**src/rtl/intx_irq_reg_pkg.sv**
```systemverilog
package intx_irq_reg_pkg;
  localparam int REG_W     = 32;
  localparam int NUM_LANES = REG_W / 8;
  localparam int NUM_LINES = 4;
  localparam int NUM_ERR   = 8;
  localparam int STAT_LSB  = 28;
  localparam int EN_LSB    = 22;
  localparam int ERRLO_LSB = 16;
  localparam int ERRLO_W   = 6;
  localparam int ERRHI_LSB = 26;
  localparam int ERRHI_W   = NUM_ERR - ERRLO_W;
  // bits kept by the control part: 27..16, 14..8, 3..0
  localparam logic [REG_W-1:0] RW_MASK = 32'h0FFF_7F0F;

  typedef struct packed {
    logic [NUM_LANES-1:0] laneWr;
    logic [NUM_LINES-1:0] ackLine;
  } regStrobe_t;
endpackage

```
**src/rtl/intx_irq_reg_ctrl.sv**
```systemverilog
module intx_irq_reg_ctrl
  import intx_irq_reg_pkg::*;
(
  input  logic                 wrEn,
  input  logic [NUM_LANES-1:0] wrBe,
  input  logic [REG_W-1:0]     wrData,
  output regStrobe_t           strb
);
  always_comb begin
    strb.laneWr  = wrEn ? wrBe : '0;
    strb.ackLine = (wrEn && wrBe[NUM_LANES-1]) ? wrData[STAT_LSB +: NUM_LINES] : '0;
  end
endmodule

```
**src/rtl/intx_irq_reg_datapath.sv**
```systemverilog
module intx_irq_reg_datapath
  import intx_irq_reg_pkg::*;
(
  input  logic                 clk,
  input  logic                 rstN,
  input  regStrobe_t           strb,
  input  logic [REG_W-1:0]     wrData,
  input  logic [NUM_LINES-1:0] intxIn,
  input  logic [NUM_ERR-1:0]   errEvt,
  output logic [REG_W-1:0]     rdData,
  output logic                 irqOut
);
  logic [NUM_LINES-1:0] statQ;
  logic [REG_W-1:0]     cfgQ;
  logic [NUM_LINES-1:0] lineEn;
  logic [NUM_ERR-1:0]   errEn;
  logic                 irqNext;

  always_ff @(posedge clk) begin
    if (!rstN) statQ <= '0;
    else       statQ <= (statQ & ~strb.ackLine) | intxIn;
  end

  always_ff @(posedge clk) begin
    if (!rstN) begin
      cfgQ <= '0;
    end else begin
      for (int b = 0; b < NUM_LANES; b++) begin
        if (strb.laneWr[b]) cfgQ[8*b +: 8] <= wrData[8*b +: 8] & RW_MASK[8*b +: 8];
      end
    end
  end

  always_comb begin
    lineEn  = cfgQ[EN_LSB +: NUM_LINES];
    errEn   = {cfgQ[ERRHI_LSB +: ERRHI_W], cfgQ[ERRLO_LSB +: ERRLO_W]};
    irqNext = (|(statQ & lineEn)) | (|(errEvt & errEn));
  end

  always_ff @(posedge clk) begin
    if (!rstN) irqOut <= 1'b0;
    else       irqOut <= irqNext;
  end

  assign rdData = {statQ, cfgQ[STAT_LSB-1:0]};
endmodule

```
**src/rtl/intx_irq_reg.sv**
```systemverilog
module intx_irq_reg
  import intx_irq_reg_pkg::*;
(
  input  logic        clk,
  input  logic        rstN,
  input  logic        wrEn,
  input  logic [3:0]  wrBe,
  input  logic [31:0] wrData,
  output logic [31:0] rdData,
  input  logic [3:0]  intxIn,
  input  logic [7:0]  errEvt,
  output logic        irqOut
);
  regStrobe_t strb;

  intx_irq_reg_ctrl u_ctrl (
    .wrEn   (wrEn),
    .wrBe   (wrBe),
    .wrData (wrData),
    .strb   (strb)
  );

  intx_irq_reg_datapath u_dp (
    .clk    (clk),
    .rstN   (rstN),
    .strb   (strb),
    .wrData (wrData),
    .intxIn (intxIn),
    .errEvt (errEvt),
    .rdData (rdData),
    .irqOut (irqOut)
  );
endmodule

```
**config.mk**
```make
export PLATFORM = sky130hd
export DESIGN_NAME = intx_irq_reg
export DESIGN_NICKNAME = d
export VERILOG_FILES = /design/src/rtl/intx_irq_reg_pkg.sv /design/src/rtl/intx_irq_reg_ctrl.sv /design/src/rtl/intx_irq_reg_datapath.sv /design/src/rtl/intx_irq_reg.sv
export SDC_FILE = /design/constraint.sdc
export NUM_CORES = 1
export LEC_CHECK = 0
export ABC_AREA = 1
export BUFFER_PORTS_ARGS = -buffer_cell sky130_fd_sc_hd__buf_4
export CAP_MARGIN = 20
export CORE_ASPECT_RATIO = 1.25
export CORE_MARGIN = 1.5
export CORE_UTILIZATION = 41
export CTS_BUF_LIST = sky130_fd_sc_hd__clkbuf_16
export DETAILED_ROUTE_END_ITERATION = 12
export PLACE_DENSITY_LB_ADDON = 0.15
export SYNTH_ARGS = -nofsm -noshare
export SYNTH_HDL_FRONTEND = slang
export SYNTH_SLANG_ARGS = --single-unit
```
**constraint.sdc**
```tcl
create_clock -name clk -period 1.8 [get_ports clk]
set_input_delay 0.18 -clock clk [delete_from_list [all_inputs] [get_ports clk]]
set_output_delay 0.18 -clock clk [all_outputs]
set_load 0.01 [all_outputs]
```
# Yosys cells after proc, flatten, opt, wreduce, memory -nomap -nowiden
# Cells that the tools add are included.
[totals]
register_bits = 28
[op_classes]
reduce_logical = 3
mux = 2
bitwise_logic = 6
[ops]
columns = ["op", "count"]
rows = [
  ["bitwise AND 4 bit", 2],
  ["bitwise AND 8 bit", 1],
  ["two-way mux 4 bit", 2],
  ["OR reduction 8 bit", 1],
  ["NOT 4 bit", 1],
  ["bitwise OR 4 bit", 1],
  ["OR reduction 4 bit", 1],
  ["logical AND 1 bit", 1],
  ["bitwise OR 1 bit", 1],
]

# Longest topological paths before layout
[depth]
depth_word = 5
depth_mapped = 6
ltp_nobuf = 6

# Modules after synthesis
# From an unflattened synthesis, not the netlist that was laid out.
[hier_totals]
hier_cells = 162
area_unflattened_um2 = 1138.6
[by_module_without_submodules]
columns = ["mod", "area_per_inst_um2", "seq_area_each_um2", "cells_each", "n_inst"]
rows = [
  ["intx_irq_reg_datapath", 1076.0, 560.5, 146, 1],
  ["intx_irq_reg_ctrl", 62.6, 0.0, 16, 1],
]

# Least setup slack after synthesis
# No wires, ideal clock.
[synth_path]
path_kind = "reg2reg"
startpoint = "register u_dp.statQ[2]"
endpoint = "register u_dp.irqOut"
synth_period_minus_slack_ns = 0.786
t_arrival_ns = 0.677
setup_ns = 0.109
setup_slack_ns = 1.014
path_stages_with_launch = 7
path_cell_list = "dfxtp_1 -> nand2_1 -> nand2_1 -> nor2_1 -> nand3_1 -> nand2_1 -> inv_1"
[synth_between]
elab_chain_cells = 3
[synth_rtl]
columns = ["item", "line_no", "rtl"]
rows = [
  ["from (decl)", "intx_irq_reg_datapath.sv:13", "logic [NUM_LINES-1:0] statQ;"],
  ["from (signal assigned)", "intx_irq_reg_datapath.sv:21", "else statQ <= (statQ & ~strb.ackLine) | intxIn;"],
  ["bitwise AND 4 bit", "intx_irq_reg_datapath.sv:37", "irqNext = (|(statQ & lineEn)) | (|(errEvt & errEn));"],
  ["OR reduction 4 bit", "intx_irq_reg_datapath.sv:37", ""],
  ["bitwise OR 1 bit", "intx_irq_reg_datapath.sv:37", ""],
  ["to (signal assigned)", "intx_irq_reg_datapath.sv:42", "else irqOut <= irqNext;"],
  ["to (decl)", "intx_irq_reg_datapath.sv:11", "output logic irqOut"],
]
# No other way between the ends.
# A chain may end at the register's enable or synchronous reset.

# Worst setup path after layout
[layout_path]
startpoint = "register u_dp.cfgQ[27]"
endpoint = "output rdData[27]"
[layout_rtl]
columns = ["item", "line_no", "rtl"]
rows = [
  ["from (decl)", "intx_irq_reg_datapath.sv:14", "logic [REG_W-1:0] cfgQ;"],
  ["from (signal, indexed assignment)", "intx_irq_reg_datapath.sv:29", "if (strb.laneWr[b]) cfgQ[8*b +: 8] <= wrData[8*b +: 8] & RW_MASK[8*b +: 8];"],
  ["to (decl)", "intx_irq_reg.sv:9", "output logic [31:0] rdData,"],
]
# No word-level cell between the ends.

==> report_table.html <==
<table>
<tr><th>Metric</th><th>Value</th></tr>
<tr><th colspan="2">CTS</th></tr>
<tr><td>Number of buffers inserted during clock tree synthesis</td><td>3</td></tr>
<tr><td>Clock slew seen by the registers of the worst setup and hold paths</td><td>0.07 ns</td></tr>
<tr><td>Count of hold buffers inserted by post-cts repair</td><td>0</td></tr>
<tr><td>Number of instances resized during post-cts repair</td><td>0</td></tr>
<tr><td>Number of clock sinks</td><td>28</td></tr>
<tr><td>CTS tree</td><td>built</td></tr>
<tr><td>Setup bufs post-CTS</td><td>0</td></tr>
<tr><td>Root buffer cell</td><td>sky130_fd_sc_hd__clkbuf_16</td></tr>
<tr><td>Clock insertion delay at the later pin of the skew report</td><td>around 0.26 ns</td></tr>
<tr><td>Number of levels in the clock H-tree</td><td>1</td></tr>
<tr><td>Max Root-Sink Buffers</td><td>2</td></tr>
<tr><th colspan="2">Route</th></tr>
<tr><td>DRC</td><td>0</td></tr>
<tr><td>Vias post-DR</td><td>1155</td></tr>
<tr><td>DRT iter0 DRCs</td><td>22</td></tr>
<tr><td>Sum of routed wire length over all layers</td><td>2620 µm</td></tr>
<tr><td>Number of nets still failing antenna checks after routing</td><td>0</td></tr>
<tr><td>Avg WL per Cell</td><td>10.2 µm</td></tr>
<tr><td>Number of iterations in the first detailed-routing pass</td><td>4</td></tr>
<tr><td>Detailed-route vias per instance</td><td>4.49</td></tr>
<tr><th colspan="2">STA</th></tr>
<tr><td>Share of the cycle needed by the critical path after routing</td><td>a little over half</td></tr>
<tr><td>Total count of hold-check failures in the final report</td><td>0</td></tr>
<tr><td>Pins over their slew limit</td><td>0</td></tr>
<tr><td>Time the final worst path needs with I/O delays and setup</td><td>0.946 ns</td></tr>
<tr><td>Worst-case hold slack</td><td>0.132 ns</td></tr>
<tr><td>Unrepaired setup endpoints after global routing</td><td>no</td></tr>
<tr><td>Sum of negative setup slack</td><td>0 ns</td></tr>
<tr><td>Maximum achievable frequency</td><td>approximately 1100 MHz</td></tr>
<tr><td>Number of failing setup endpoints in the final timing report</td><td>0</td></tr>
<tr><td>Final Worst Setup Slack</td><td>between 0.8 and 0.9 ns</td></tr>
<tr><td>Setup clock skew after layout</td><td>0.00311 ns</td></tr>
<tr><th colspan="2">Die</th></tr>
<tr><td>Die width</td><td>48.8 µm</td></tr>
<tr><td>Top-level port count</td><td>84</td></tr>
<tr><td>Die extent in y</td><td>60.2 µm</td></tr>
<tr><td>Cell Rows</td><td>20</td></tr>
<tr><td>Placeable core area</td><td>2450 µm²</td></tr>
<tr><td>Starting density of the core</td><td>43.8%</td></tr>
<tr><td>Die area</td><td>2940 µm²</td></tr>
<tr><th colspan="2">Final layout</th></tr>
<tr><td>Number of standard cells in the layout, taps in and fillers out</td><td>257</td></tr>
<tr><td>Final net count</td><td>276</td></tr>
<tr><td>Finished Core Util</td><td>between 60 and 70%</td></tr>
<tr><td>Finished Cell Area</td><td>between 1500 and 2000 µm²</td></tr>
<tr><td>Layout cells sized above 1</td><td>about a third</td></tr>
<tr><td>Antenna Diode Count</td><td>0</td></tr>
<tr><td>Layout overhead on the synthesized area</td><td>59.3%</td></tr>
<tr><th colspan="2">Run status</th></tr>
<tr><td>Run status</td><td>finished clean</td></tr>
<tr><th colspan="2">Worst setup path</th></tr>
<tr><td>Reg2Reg Capture Point</td><td>u_dp.irqOut</td></tr>
<tr><td>Critical Path End Type</td><td>output pin</td></tr>
<tr><td>Required time of the critical path</td><td>1.62 ns</td></tr>
<tr><td>Critical setup path kind</td><td>register to output pin</td></tr>
<tr><td>Origin of the worst setup path</td><td>u_dp.cfgQ[27]</td></tr>
<tr><td>Worst reg-to-reg path cell count</td><td>6</td></tr>
<tr><td>Crit. path cell count</td><td>1</td></tr>
<tr><td>Launch instance of the worst register-to-register path</td><td>u_dp.cfgQ[18]</td></tr>
<tr><td>Delay of the slowest critical-path stage</td><td>0.37 ns</td></tr>
<tr><td>Maximum fanout along the worst path</td><td>3</td></tr>
<tr><td>Worst path cell trace</td><td>buf_4</td></tr>
<tr><td>R2R Setup Slk</td><td>between 0.9 and 1 ns</td></tr>
<tr><td>Buffers plus inverters on the worst setup path</td><td>1</td></tr>
<tr><td>Top cell family by delay on the critical path</td><td>flip-flops</td></tr>
<tr><td>Worst endpoint data arrival time</td><td>approximately 0.77 ns</td></tr>
<tr><td>Nature of the critical path startpoint</td><td>register</td></tr>
<tr><td>Capture point of the worst path</td><td>rdData[27]</td></tr>
<tr><td>Standard cell with the maximum stage delay on the critical path</td><td>sky130_fd_sc_hd__dfxtp_1</td></tr>
<tr><th colspan="2">Synthesis</th></tr>
<tr><td>Number of distinct library cells after synthesis</td><td>12</td></tr>
<tr><td>Area share of the largest cell type after synthesis</td><td>52.2%</td></tr>
<tr><td>Proportion of synthesized chip area in sequential cells</td><td>52.2%</td></tr>
<tr><td>Syn_area_per_cell</td><td>between 7 and 8 µm²</td></tr>
<tr><td>Leading cell types by total area after synthesis</td><td>sky130_fd_sc_hd__dfxtp_1, sky130_fd_sc_hd__nor2_1, sky130_fd_sc_hd__o21ai_0</td></tr>
<tr><td>Cell taking the most area after synthesis</td><td>sky130_fd_sc_hd__dfxtp_1</td></tr>
<tr><td>Count of yosys warnings during synthesis</td><td>0</td></tr>
<tr><td>Synthesized netlist cell count</td><td>150</td></tr>
<tr><td>Post-Synthesis Cell Area</td><td>around 1100 µm²</td></tr>
<tr><td>Flops &amp; latches, synth</td><td>28</td></tr>
<tr><th colspan="2">Power</th></tr>
<tr><td>Largest vdd supply drop</td><td>0.000566 V</td></tr>
<tr><td>Static Leakage</td><td>0.882 nW</td></tr>
<tr><td>Total power of the final layout</td><td>1.45 mW</td></tr>
<tr><td>Power density over the cells</td><td>845 nW/µm²</td></tr>
<tr><th colspan="2">Global route</th></tr>
<tr><td>Via count of the first global-routing pass</td><td>1029</td></tr>
<tr><td>Global routing usage summed across all routing layers</td><td>17.8%</td></tr>
<tr><td>Number of antenna violations at the first check in global routing</td><td>0</td></tr>
<tr><td>Maximum number of pins on one net before global-route repair</td><td>26</td></tr>
<tr><td>Wire length of the first global-routing pass</td><td>4070 µm</td></tr>
<tr><td>Total gr overflow</td><td>0</td></tr>
<tr><th colspan="2">Place</th></tr>
<tr><td>Placed standard-cell area</td><td>1630 µm²</td></tr>
<tr><td>Final GP Congestion</td><td>0.719</td></tr>
<tr><td>DP Wirelength</td><td>2050 µm</td></tr>
<tr><td>Worst-case setup slack after placement</td><td>0.802 ns</td></tr>
<tr><td>PortBufs</td><td>73</td></tr>
<tr><td>Cells after DPL</td><td>around 250</td></tr>
<tr><th colspan="2">Hold path</th></tr>
<tr><td>Path category of the worst min-delay check</td><td>primary input to register</td></tr>
<tr><th colspan="2">Flow run</th></tr>
<tr><td>Max-cap viol count</td><td>0</td></tr>
</table>
## cell type report
class	count	area, µm²
clock buffer	3	75.1
clock inverter	1	3.75
fill	223	742
inverter	6	22.5
multi-input combinational	113	459
sequential	28	561
tap	33	41.3
timing repair buffer	73	548
## layout by cell type, fill, tap and decap left out
cell type	n
sky130_fd_sc_hd__nand2_1	27
sky130_fd_sc_hd__inv_2	1
sky130_fd_sc_hd__a21oi_1	4
sky130_fd_sc_hd__nor2_1	53
sky130_fd_sc_hd__conb_1	5
sky130_fd_sc_hd__inv_1	5
sky130_fd_sc_hd__o21ai_0	23
sky130_fd_sc_hd__buf_4	73
sky130_fd_sc_hd__dfxtp_1	28
sky130_fd_sc_hd__clkinv_1	1
sky130_fd_sc_hd__nand3_1	1
sky130_fd_sc_hd__clkbuf_16	3
## logic make-up (layout without fill, tap and decap cells)
kind of cell	Yosys count	in the layout	share of synthesized area [%]
and+or+nand+nor	81	81	28.4
DFF	28	28	52.2
AOI/OAI and AO/OA	27	27	12.6
buffers and inverters	13	83	6.41
other	1	5	0.349
## synthesized netlist by cell type
cell type and instances:
sky130_fd_sc_hd__a21oi_1 4, sky130_fd_sc_hd__buf_2 1, sky130_fd_sc_hd__buf_4 5, sky130_fd_sc_hd__clkbuf_1 1
sky130_fd_sc_hd__conb_1 1, sky130_fd_sc_hd__dfxtp_1 28, sky130_fd_sc_hd__inv_1 5, sky130_fd_sc_hd__inv_2 1
sky130_fd_sc_hd__nand2_1 27, sky130_fd_sc_hd__nand3_1 1, sky130_fd_sc_hd__nor2_1 53, sky130_fd_sc_hd__o21ai_0 23
## power breakdown
part / leakage, nW / internal (mW) / switching, mW / total, mW
Combinational: 0.612 / 0.146 / 0.115 / 0.262
Sequential: 0.232 / 0.663 / 0.0275 / 0.691
Clock: 0.0385 / 0.297 / 0.196 / 0.493
## worst reg2reg max path, cell delays in order (launching register included)
cell	delay (ns)
sky130_fd_sc_hd__dfxtp_1	0.32
sky130_fd_sc_hd__nand2_1	0.06
sky130_fd_sc_hd__nand2_1	0.05
sky130_fd_sc_hd__nor2_1	0.13
sky130_fd_sc_hd__nand3_1	0.09
sky130_fd_sc_hd__nand2_1	0.06
sky130_fd_sc_hd__inv_1	0.03
## layer usage
layer  track usage (%)  share of wire (%)  vias up
met2              32.7                 50       49
met5                 0                  0        -
met4              7.35               0.57        0
met1              19.8                 42      496
li1                  -                  -      608
met3              4.25                7.5        2
## how the worst min path moves through the flow
stage	from	end	slack (ns)	depth (start not counted)
floorplan	intxIn[0]	u_dp.statQ[0]	0.30	2
global placement	intxIn[3]	u_dp.statQ[3]	0.39	3
detailed placement	intxIn[0]	u_dp.statQ[0]	0.40	3
CTS	intxIn[0]	u_dp.statQ[0]	0.13	3
global route	intxIn[3]	u_dp.statQ[3]	0.15	3
finish	intxIn[0]	u_dp.statQ[0]	0.13	3
## registers in the layout, indices dropped and copies added, names as in the netlist
register / flops
u_dp.irqOut: 1
u_dp.cfgQ: 23
u_dp.statQ: 4
Power figures use the tool's default switching activity.
